File: src/rtl/can_sleep_pkg.sv
// Shared state codes and mode-control bit positions for the low-power
// sequencer. Assumes an 8-bit mode-control register.
package can_sleep_pkg;
    typedef enum logic [1:0] {
        MODE_NORMAL = 2'd0,
        MODE_HALT   = 2'd1,
        MODE_SLEEP  = 2'd2,
        MODE_RESYNC = 2'd3
    } mode_e;

    localparam int REG_W     = 8;
    localparam int BIT_HALT  = 1;
    localparam int BIT_SLEEP = 5;
    localparam int BIT_AUTO  = 7;
endpackage

File: src/rtl/can_sleep_ctrl.sv
// Mode-control bits and the state machine. It assumes that mcr_wr is
// already qualified by address and permit, and that resync_done pulses
// on the cycle the recessive run completes.
module can_sleep_ctrl
    import can_sleep_pkg::*;
(
    input  logic             clk,
    input  logic             rst_n,
    input  logic             mcr_wr,
    input  logic [REG_W-1:0] wdata,
    input  logic             rx_level,
    input  logic             resync_done,
    output mode_e            mode_q,
    output logic             halt_q,
    output logic             sleep_q,
    output logic             auto_q
);
    mode_e mode_d;
    logic  halt_d;
    logic  sleep_d;
    logic  auto_d;
    logic  wr_halt;
    logic  wr_sleep;

    assign wr_halt  = wdata[BIT_HALT];
    assign wr_sleep = wdata[BIT_SLEEP];

    // Next state and next control bits from the current state and the write.
    always_comb begin
        mode_d  = mode_q;
        halt_d  = halt_q;
        sleep_d = sleep_q;
        auto_d  = mcr_wr ? wdata[BIT_AUTO] : auto_q;
        case (mode_q)
            MODE_NORMAL: begin
                if (mcr_wr && wr_halt) begin
                    halt_d = 1'b1;
                    mode_d = MODE_HALT;
                end
            end
            MODE_HALT: begin
                if (mcr_wr && !wr_halt) begin
                    halt_d = 1'b0;
                    if (wr_sleep) begin
                        sleep_d = 1'b1;
                        mode_d  = MODE_SLEEP;
                    end else begin
                        mode_d  = MODE_NORMAL;
                    end
                end
            end
            MODE_SLEEP: begin
                if ((auto_q && !rx_level) || (mcr_wr && !wr_sleep)) begin
                    sleep_d = 1'b0;
                    mode_d  = MODE_RESYNC;
                end
            end
            default: begin
                if (resync_done) mode_d = MODE_NORMAL;
            end
        endcase
    end

    // State and control-bit registers with synchronous reset.
    always_ff @(posedge clk) begin
        if (!rst_n) begin
            mode_q  <= MODE_NORMAL;
            halt_q  <= 1'b0;
            sleep_q <= 1'b0;
            auto_q  <= 1'b0;
        end else begin
            mode_q  <= mode_d;
            halt_q  <= halt_d;
            sleep_q <= sleep_d;
            auto_q  <= auto_d;
        end
    end
endmodule

File: src/rtl/can_sleep_recessive_cnt.sv
// Counts consecutive recessive bit ticks while active. It assumes that
// bit_tick is a single-cycle pulse. A dominant sample on any cycle, or
// leaving the active state, clears the count.
module can_sleep_recessive_cnt #(
    parameter int RUN_LEN = 11
) (
    input  logic clk,
    input  logic rst_n,
    input  logic active,
    input  logic rx_level,
    input  logic bit_tick,
    output logic done
);
    localparam int CNT_W = $clog2(RUN_LEN + 1);

    logic [CNT_W-1:0] cnt_q;

    assign done = active && rx_level && bit_tick
                  && (cnt_q == CNT_W'(RUN_LEN - 1));

    // Run counter: restart on a dominant level, advance on a recessive tick.
    always_ff @(posedge clk) begin
        if (!rst_n || !active || !rx_level) begin
            cnt_q <= '0;
        end else if (bit_tick) begin
            cnt_q <= cnt_q + 1'b1;
        end
    end
endmodule

File: src/rtl/can_sleep_access_gate.sv
// Address filter used during sleep. It assumes a fixed list of four
// addresses that stay reachable. Outside sleep every address passes.
module can_sleep_access_gate #(
    parameter int              ADDR_W   = 8,
    parameter logic [ADDR_W-1:0] ADDR_MODE = 8'h00,
    parameter logic [ADDR_W-1:0] ADDR_STAT = 8'h02,
    parameter logic [ADDR_W-1:0] ADDR_IREQ = 8'h20,
    parameter logic [ADDR_W-1:0] ADDR_IMSK = 8'h22
) (
    input  logic [ADDR_W-1:0] addr,
    input  logic              in_sleep,
    output logic              permit
);
    localparam int N_OPEN = 4;
    localparam logic [ADDR_W-1:0] OPEN_LIST [N_OPEN] =
        '{ADDR_MODE, ADDR_STAT, ADDR_IREQ, ADDR_IMSK};

    logic [N_OPEN-1:0] hit;

    for (genvar i = 0; i < N_OPEN; i++) begin : g_cmp
        assign hit[i] = (addr == OPEN_LIST[i]);
    end

    assign permit = !in_sleep || (|hit);
endmodule

File: src/rtl/can_sleep_seq.sv
// Top level of the low-power sequencer. It combines the control FSM, the
// recessive-run counter and the sleep access filter. It assumes that the
// register file outside this block honours acc_permit.
module can_sleep_seq
    import can_sleep_pkg::*;
#(
    parameter int              ADDR_W    = 8,
    parameter int              RUN_LEN   = 11,
    parameter logic [ADDR_W-1:0] ADDR_MODE = 8'h00,
    parameter logic [ADDR_W-1:0] ADDR_STAT = 8'h02,
    parameter logic [ADDR_W-1:0] ADDR_IREQ = 8'h20,
    parameter logic [ADDR_W-1:0] ADDR_IMSK = 8'h22
) (
    input  logic              clk,
    input  logic              rst_n,
    input  logic              reg_wr,
    input  logic [ADDR_W-1:0] reg_addr,
    input  logic [REG_W-1:0]  reg_wdata,
    output logic [REG_W-1:0]  reg_rdata,
    input  logic              rx_level,
    input  logic              bit_tick,
    output logic [1:0]        mode_state,
    output logic              bus_enable,
    output logic              err_freeze,
    output logic              acc_permit
);
    mode_e mode_q;
    logic  halt_bit;
    logic  sleep_bit;
    logic  auto_bit;
    logic  resync_done;
    logic  mcr_sel;
    logic  mcr_wr;

    assign mcr_sel = (reg_addr == ADDR_MODE);
    assign mcr_wr  = reg_wr && mcr_sel && acc_permit;

    can_sleep_ctrl u_ctrl (
        .clk         (clk),
        .rst_n       (rst_n),
        .mcr_wr      (mcr_wr),
        .wdata       (reg_wdata),
        .rx_level    (rx_level),
        .resync_done (resync_done),
        .mode_q      (mode_q),
        .halt_q      (halt_bit),
        .sleep_q     (sleep_bit),
        .auto_q      (auto_bit)
    );

    can_sleep_recessive_cnt #(.RUN_LEN(RUN_LEN)) u_cnt (
        .clk      (clk),
        .rst_n    (rst_n),
        .active   (mode_q == MODE_RESYNC),
        .rx_level (rx_level),
        .bit_tick (bit_tick),
        .done     (resync_done)
    );

    can_sleep_access_gate #(
        .ADDR_W    (ADDR_W),
        .ADDR_MODE (ADDR_MODE),
        .ADDR_STAT (ADDR_STAT),
        .ADDR_IREQ (ADDR_IREQ),
        .ADDR_IMSK (ADDR_IMSK)
    ) u_gate (
        .addr     (reg_addr),
        .in_sleep (mode_q == MODE_SLEEP),
        .permit   (acc_permit)
    );

    // Read mux: live control bits at the mode-control address, zero elsewhere.
    always_comb begin
        reg_rdata = '0;
        if (mcr_sel) begin
            reg_rdata[BIT_AUTO]  = auto_bit;
            reg_rdata[BIT_SLEEP] = sleep_bit;
            reg_rdata[BIT_HALT]  = halt_bit;
        end
    end

    assign mode_state = mode_q;
    assign bus_enable = (mode_q == MODE_NORMAL);
    assign err_freeze = (mode_q == MODE_SLEEP);
endmodule

File: config.mk
export PLATFORM = sky130hd
export DESIGN_NAME = can_sleep_seq
export DESIGN_NICKNAME = d
export VERILOG_FILES = /design/src/rtl/can_sleep_pkg.sv /design/src/rtl/can_sleep_ctrl.sv /design/src/rtl/can_sleep_recessive_cnt.sv /design/src/rtl/can_sleep_access_gate.sv /design/src/rtl/can_sleep_seq.sv
export SDC_FILE = /design/constraint.sdc
export NUM_CORES = 1
export LEC_CHECK = 0
export BUFFER_PORTS_ARGS = -buffer_cell sky130_fd_sc_hd__buf_2
export CAP_MARGIN = 20
export CORE_UTILIZATION = 35
export CTS_BUF_LIST = sky130_fd_sc_hd__clkbuf_8 sky130_fd_sc_hd__clkbuf_16
export DETAILED_ROUTE_END_ITERATION = 16
export PLACE_DENSITY = 0.67
export SYNTH_ARGS = -nofsm -noshare
export SYNTH_HDL_FRONTEND = slang
export SYNTH_HIERARCHICAL = 1
export SYNTH_SLANG_ARGS = --single-unit
File: constraint.sdc
create_clock -name clk -period 1.8 [get_ports clk]
set_input_delay 0.18 -clock clk [delete_from_list [all_inputs] [get_ports clk]]
set_output_delay 0.18 -clock clk [all_outputs]
set_load 0.01 [all_outputs]
Word level (Yosys, flattened, before mapping)
Cells that the tools add are included.
{"block": "classes", "muxes": 16, "addsub": 1, "n_reduce_logical": 28, "eq_ne": 11}
{"op": "$eq 8x6->1 const B", "count": 2}
{"op": "$mux 2", "count": 5}
{"op": "$logic_and 1x1->1", "count": 9}
{"op": "$eq 8x2->1 const B", "count": 1}
{"op": "$logic_not 8->1", "count": 1}
{"op": "$mux 1", "count": 8}
{"op": "$reduce_and 4->1", "count": 2}
{"op": "$logic_not 1->1", "count": 6}
{"op": "$pmux 2 s3", "count": 1}
{"op": "$add 4x1->4 const B", "count": 1}
{"op": "$eq 2x2->1 const B", "count": 2}
{"op": "$eq 4x4->1 const B", "count": 1}
{"op": "$logic_or 1x1->1", "count": 4}
{"op": "$ne 2x1->1 const B", "count": 2}
{"op": "$ne 2x2->1 const B", "count": 2}
{"op": "$pmux 1 s2", "count": 2}
{"op": "$reduce_bool 2->1", "count": 2}
{"op": "$reduce_bool 4->1", "count": 1}
{"op": "$reduce_or 4->1", "count": 1}
{"op": "$reduce_and 3->1", "count": 1}
{"op": "$eq 2x1->1 const B", "count": 1}
{"op": "$logic_not 2->1", "count": 1}
{"block": "totals", "output_inout_bits": 13, "in_bits": 21, "regBits": 9}

Depth between registers and ports, before layout
{"block": "depth", "depth_word": 8, "ltp_mapped": 7}

Hierarchy
The synthesis kept the hierarchy.
{"mod": "can_sleep_ctrl", "instances": 1, "seq_area_each_um2": 100.1, "cells_each": 26, "area_per_inst_um2": 247.7}
{"mod": "can_sleep_recessive_cnt", "instances": 1, "seq_area_each_um2": 80.1, "cells_each": 23, "area_per_inst_um2": 239.0}
{"mod": "can_sleep_seq", "instances": 1, "seq_area_each_um2": 0.0, "cells_each": 19, "area_per_inst_um2": 135.1}
{"mod": "can_sleep_access_gate", "instances": 1, "seq_area_each_um2": 0.0, "cells_each": 2, "area_per_inst_um2": 20.0}

Worst setup path before layout
OpenSTA, ideal clock, no wires.
{"block": "synth_path", "path_type": "input port to flip-flop", "start": "input port reg_addr[0]", "end": "register u_ctrl.mode_q[0]", "arrival_ps": 1822, "path_slack_ps": -137, "n_path_buf": 0, "stages": 7, "path_cell_list": "or4_1 o31ai_2 nand2_1 nor3_2 mux2i_1 o21ai_1 o21a_1"}
{"block": "synth_between", "elab_chain_cells": 8, "elab_cells_between_ends": 16}
{"element": "start, declared", "line_no": "can_sleep_seq.sv:17", "rtl": "input logic [ADDR_W-1:0] reg_addr,"}
{"element": "$eq 8x2->1 (tied with other cells)", "line_no": "can_sleep_access_gate.sv:21", "rtl": "assign hit[i] = (addr == OPEN_LIST[i]);"}
{"element": "$reduce_or 4->1 (*)", "line_no": "can_sleep_access_gate.sv:24", "rtl": "assign permit = !in_sleep || (|hit);"}
{"element": "$logic_or 1x1->1 (*)", "line_no": "can_sleep_access_gate.sv:24"}
{"element": "named net acc_permit", "line_no": "can_sleep_seq.sv:25", "rtl": "output logic acc_permit"}
{"element": "$logic_and 1x1->1 (*)", "line_no": "can_sleep_seq.sv:36", "rtl": "assign mcr_wr = reg_wr && mcr_sel && acc_permit;"}
{"element": "named net mcr_wr", "line_no": "can_sleep_seq.sv:33", "rtl": "logic mcr_wr;"}
{"element": "$logic_and 1x1->1", "line_no": "can_sleep_ctrl.sv:53", "rtl": "if ((auto_q && !rx_level) || (mcr_wr && !wr_sleep)) begin"}
{"element": "$logic_or 1x1->1", "line_no": "can_sleep_ctrl.sv:53"}
{"element": "$ne 2x2->1 (no line)"}
{"element": "$reduce_and 4->1 (no line) (*)"}
{"element": "end signal, assigned", "line_no": "can_sleep_ctrl.sv:72", "rtl": "mode_q <= mode_d;"}
{"element": "end, declared", "line_no": "can_sleep_ctrl.sv:13", "rtl": "output mode_e mode_q,"}
Mark *: on every way through the listed nets, which the timed path passes. The rest lies on a longest branch.
A chain may end at the register's enable or synchronous reset.

Final worst setup path
{"block": "layout_path", "start": "input port reg_addr[0]", "end": "register u_ctrl.mode_q[0]"}
{"block": "layout_between", "elab_chain_cells": 8, "elab_cells_between_ends": 16}
{"element": "$eq 8x2->1 (tied with other cells)", "line_no": "can_sleep_access_gate.sv:21"}
{"element": "$reduce_or 4->1", "line_no": "can_sleep_access_gate.sv:24"}
{"element": "$logic_or 1x1->1", "line_no": "can_sleep_access_gate.sv:24"}
{"element": "$logic_and 1x1->1 (*)", "line_no": "can_sleep_seq.sv:36"}
{"element": "named net mcr_wr", "line_no": "can_sleep_seq.sv:33"}
{"element": "$logic_and 1x1->1", "line_no": "can_sleep_ctrl.sv:53"}
{"element": "$logic_or 1x1->1", "line_no": "can_sleep_ctrl.sv:53"}
{"element": "$ne 2x2->1 (no line)"}
{"element": "$reduce_and 4->1 (no line) (*)"}
Marks and branches as above.

==> results.md <==
* Status: complete, no violations
* Die Y at 44.8 um
* Critical Path Slowest Stage Cell: or4_4
* Final Util at 0.500
* WS Path Type: in2reg
* Total core area at 0.00173 sq mm
* Die W at 44.8 um
* DR pass1 iterations at 4
* First-pass GRT wire length at 2150 um
* Final Cycle Share at 0.947
* Gr usage total at 0.151
* Post-synth cell types at 34
* Gr ovfl total at 0
* Fillcell total at 192
* Starting Density at 0.372
* TritonCTS clock tree: yes
* Io pins at 34
* Layout cells sized above 1 at 0.455
* Worst skew pair latency at 0.23 ns
* WP data arrival at 1.83 ns
* Leakage power at 0.357 nW
* Critical Path End Type: flip-flop
* CP peak stage delay at 0.54 ns
* YS warnings at 6
* Fmax at 587 MHz
* Wire per inst at 10.5 um
* Via count at 595
* Sequential-to-total area share from yosys stat at 0.281
* Cell Rows at 15
* RSZ-0062 raised after global routing: false
* WL final at 1330 um
* Via density at 4.72
* Largest net degree at the start of global routing at 10
* Ordered list of cells on the worst path: buf_2 -> or4_4 -> o31ai_4 -> nand2_1 -> nor3_4 -> mux2i_1 -> o21ai_1 -> o21a_1
* Die ar. at 0.00201 sq mm
* DR iter-0 viols at 8
* Endpoints failing hold at 0
* Nets@finish at 125
* # hold bufs at CTS at 0
* TritonCTS Buffers at 3
* Post-synthesis cell area at 642 sq um
* GP Congestion at 0.736
* Reg clk slew, reported paths at 0.05 ns
* Max Cap Violations at 0
* Cell Pwr Density at 559 mW/mm^2
* H-tree depth at 1
* Antenna Nets Post-Route at 0
* Post-DP HPWL at 1070 um
* Area Overhead vs Synth at 34.5%
* Final Slew Violations at 0
* Power Total at 0.482 mW
* Synth Area per Inst at 9.17 sq um
* Worst vdd ir at 391 uV
* Post-route DRC at 0
* Antenna violations before repair at 0
* Setup crit start kind: input port
* Post-DP Area at 815 sq um
* CTS max path bufs at 2
* # port buffers at 23
* Antenna Diode Count at 0
* Hold WC Path Type: in2reg
* Post-cts sizing count at 0
* # setup viols final at 0
* Final hold slack at 0.206 ns
* Yosys reg bits at 9
* Setup TNS at 0 ns
* Setup Buffers After CTS at 0
* Finished Cell Area at 863 sq um
* Req. time, crit path at 1.93 ns
* Synth Instances at 70
* Clk sinks at 9
* Via count of the first global-routing pass at 534
* CTS Root Buffer Type: clkbuf_8
* Min Tclk post-route at 1.70 ns
* CP max FO at 5
* Worst Clk Skew at 0.00184 ns
## layer usage
layer	global-route usage	up-vias	wire length, um
li1	-	299	-
met3	0.0400	2	103
met4	0.109	0	18
met1	0.167	268	582
met5	0	-	0
met2	0.250	26	623
## cell families after synthesis
logic type,share of synthesized area
AOI/OAI and AO/OA,0.164
xor gates and xnor gates,0.0136
adders and majority gates,0.0390
buffers and inverters,0.0994
DFF,0.281
muxes,0.0468
other,0.00584
and+or+nand+nor,0.351
## synth_stat cells
cell       n  area, sq um
a211oi_2   1         12.5
a21bo_1    1         10.0
a21boi_0   1         7.51
a21boi_1   1         7.51
a21oi_1    1         5.00
a21oi_2    1         8.76
and2_1     1         6.26
and3b_2    1         10.0
buf_4      5         37.5
buf_6      1         11.3
conb_1     1         3.75
dfxtp_1    9          180
ha_1       2         25.0
inv_1      4         15.0
mux2i_1    3         30.0
nand2_1    4         15.0
nand2b_1   4         25.0
nand3_2    1         10.0
nand3b_1   2         15.0
nand4_1    1         6.26
nand4_2    1         12.5
nand4b_1   2         17.5
nor2_1     4         15.0
nor2b_1    2         12.5
nor3_2     5         50.1
o21a_1     2         15.0
o21ai_0    1         5.00
o21ai_1    1         5.00
o21bai_1   1         7.51
o2bb2ai_1  1         8.76
o31ai_2    1         12.5
or4_1      1         7.51
or4_4      2         22.5
xnor2_1    1         8.76
## critical path: cells and delay by family
kind                   cells  cell delay (ns)
and+or+nand+nor            3             0.88
AOI/OAI and AO/OA          3             0.44
muxes                      1             0.22
buffers and inverters      1             0.11
## state kept, by name, summed over array words and instances, names as in the netlist
name and count:
u_ctrl/mode_q 2, u_ctrl/auto_q 1, u_ctrl/sleep_q 1, u_cnt/cnt_q 4, u_ctrl/halt_q 1
## through the flow
step                      worst slack, ns  std cells
after floorplan                   -0.0675         74
after global placement             -0.165        122
after detailed placement           -0.188        122
after CTS                          0.0519        126
after global routing               0.0241        126
final                              0.0963        126
## placed cells by master (no fill, tap or decap)
master	instances
nor2_1	4
inv_1	5
buf_2	23
and2_1	1
or4_4	3
nand4b_1	2
a21oi_2	1
nor3_4	1
nand3b_1	2
a21oi_1	1
a21bo_1	1
a211oi_2	1
o21ai_1	1
nand2b_1	4
o21a_1	2
ha_1	2
mux2i_1	3
dfxtp_1	9
nor3_2	4
xnor2_1	1
a21boi_1	1
a21boi_0	1
o21bai_1	1
conb_1	5
nand2_1	4
nand4_2	1
nand3_2	1
o2bb2ai_1	1
nor2b_1	2
and3b_2	1
clkbuf_8	3
nand4_1	1
o21ai_0	1
o31ai_4	1
buf_4	6
## area by class of cell
type	instances	area [sq um]	share of cell area
timing repair buffer	29	160	0.186
clock buffer	3	41.3	0.0478
clock inverter	1	3.75	0.00435
tap	25	31.3	0.0362
multi-input combinational	55	432	0.500
sequential	9	180	0.209
inverter	4	15.0	0.0174
## power breakdown
part           switching, mW  internal, mW  leakage, nW  total [mW]
combinational         0.0270        0.0215        0.258      0.0485
sequential          0.000912         0.201       0.0725       0.202
clock                 0.0827         0.149       0.0269       0.231
total                  0.111         0.372        0.357       0.482
## worst paths after layout
path	startpoint	to	slack [ns]	depth (start not counted)
max reg2reg	u_ctrl/mode_q[1]	u_ctrl/mode_q[0]	0.33	7
max	reg_addr[0]	u_ctrl/mode_q[0]	0.1	8
min	reg_wdata[7]	u_ctrl/auto_q	0.21	3
min reg2reg	u_ctrl/sleep_q	u_ctrl/sleep_q	0.46	2
(Power assumes the default switching activity.)
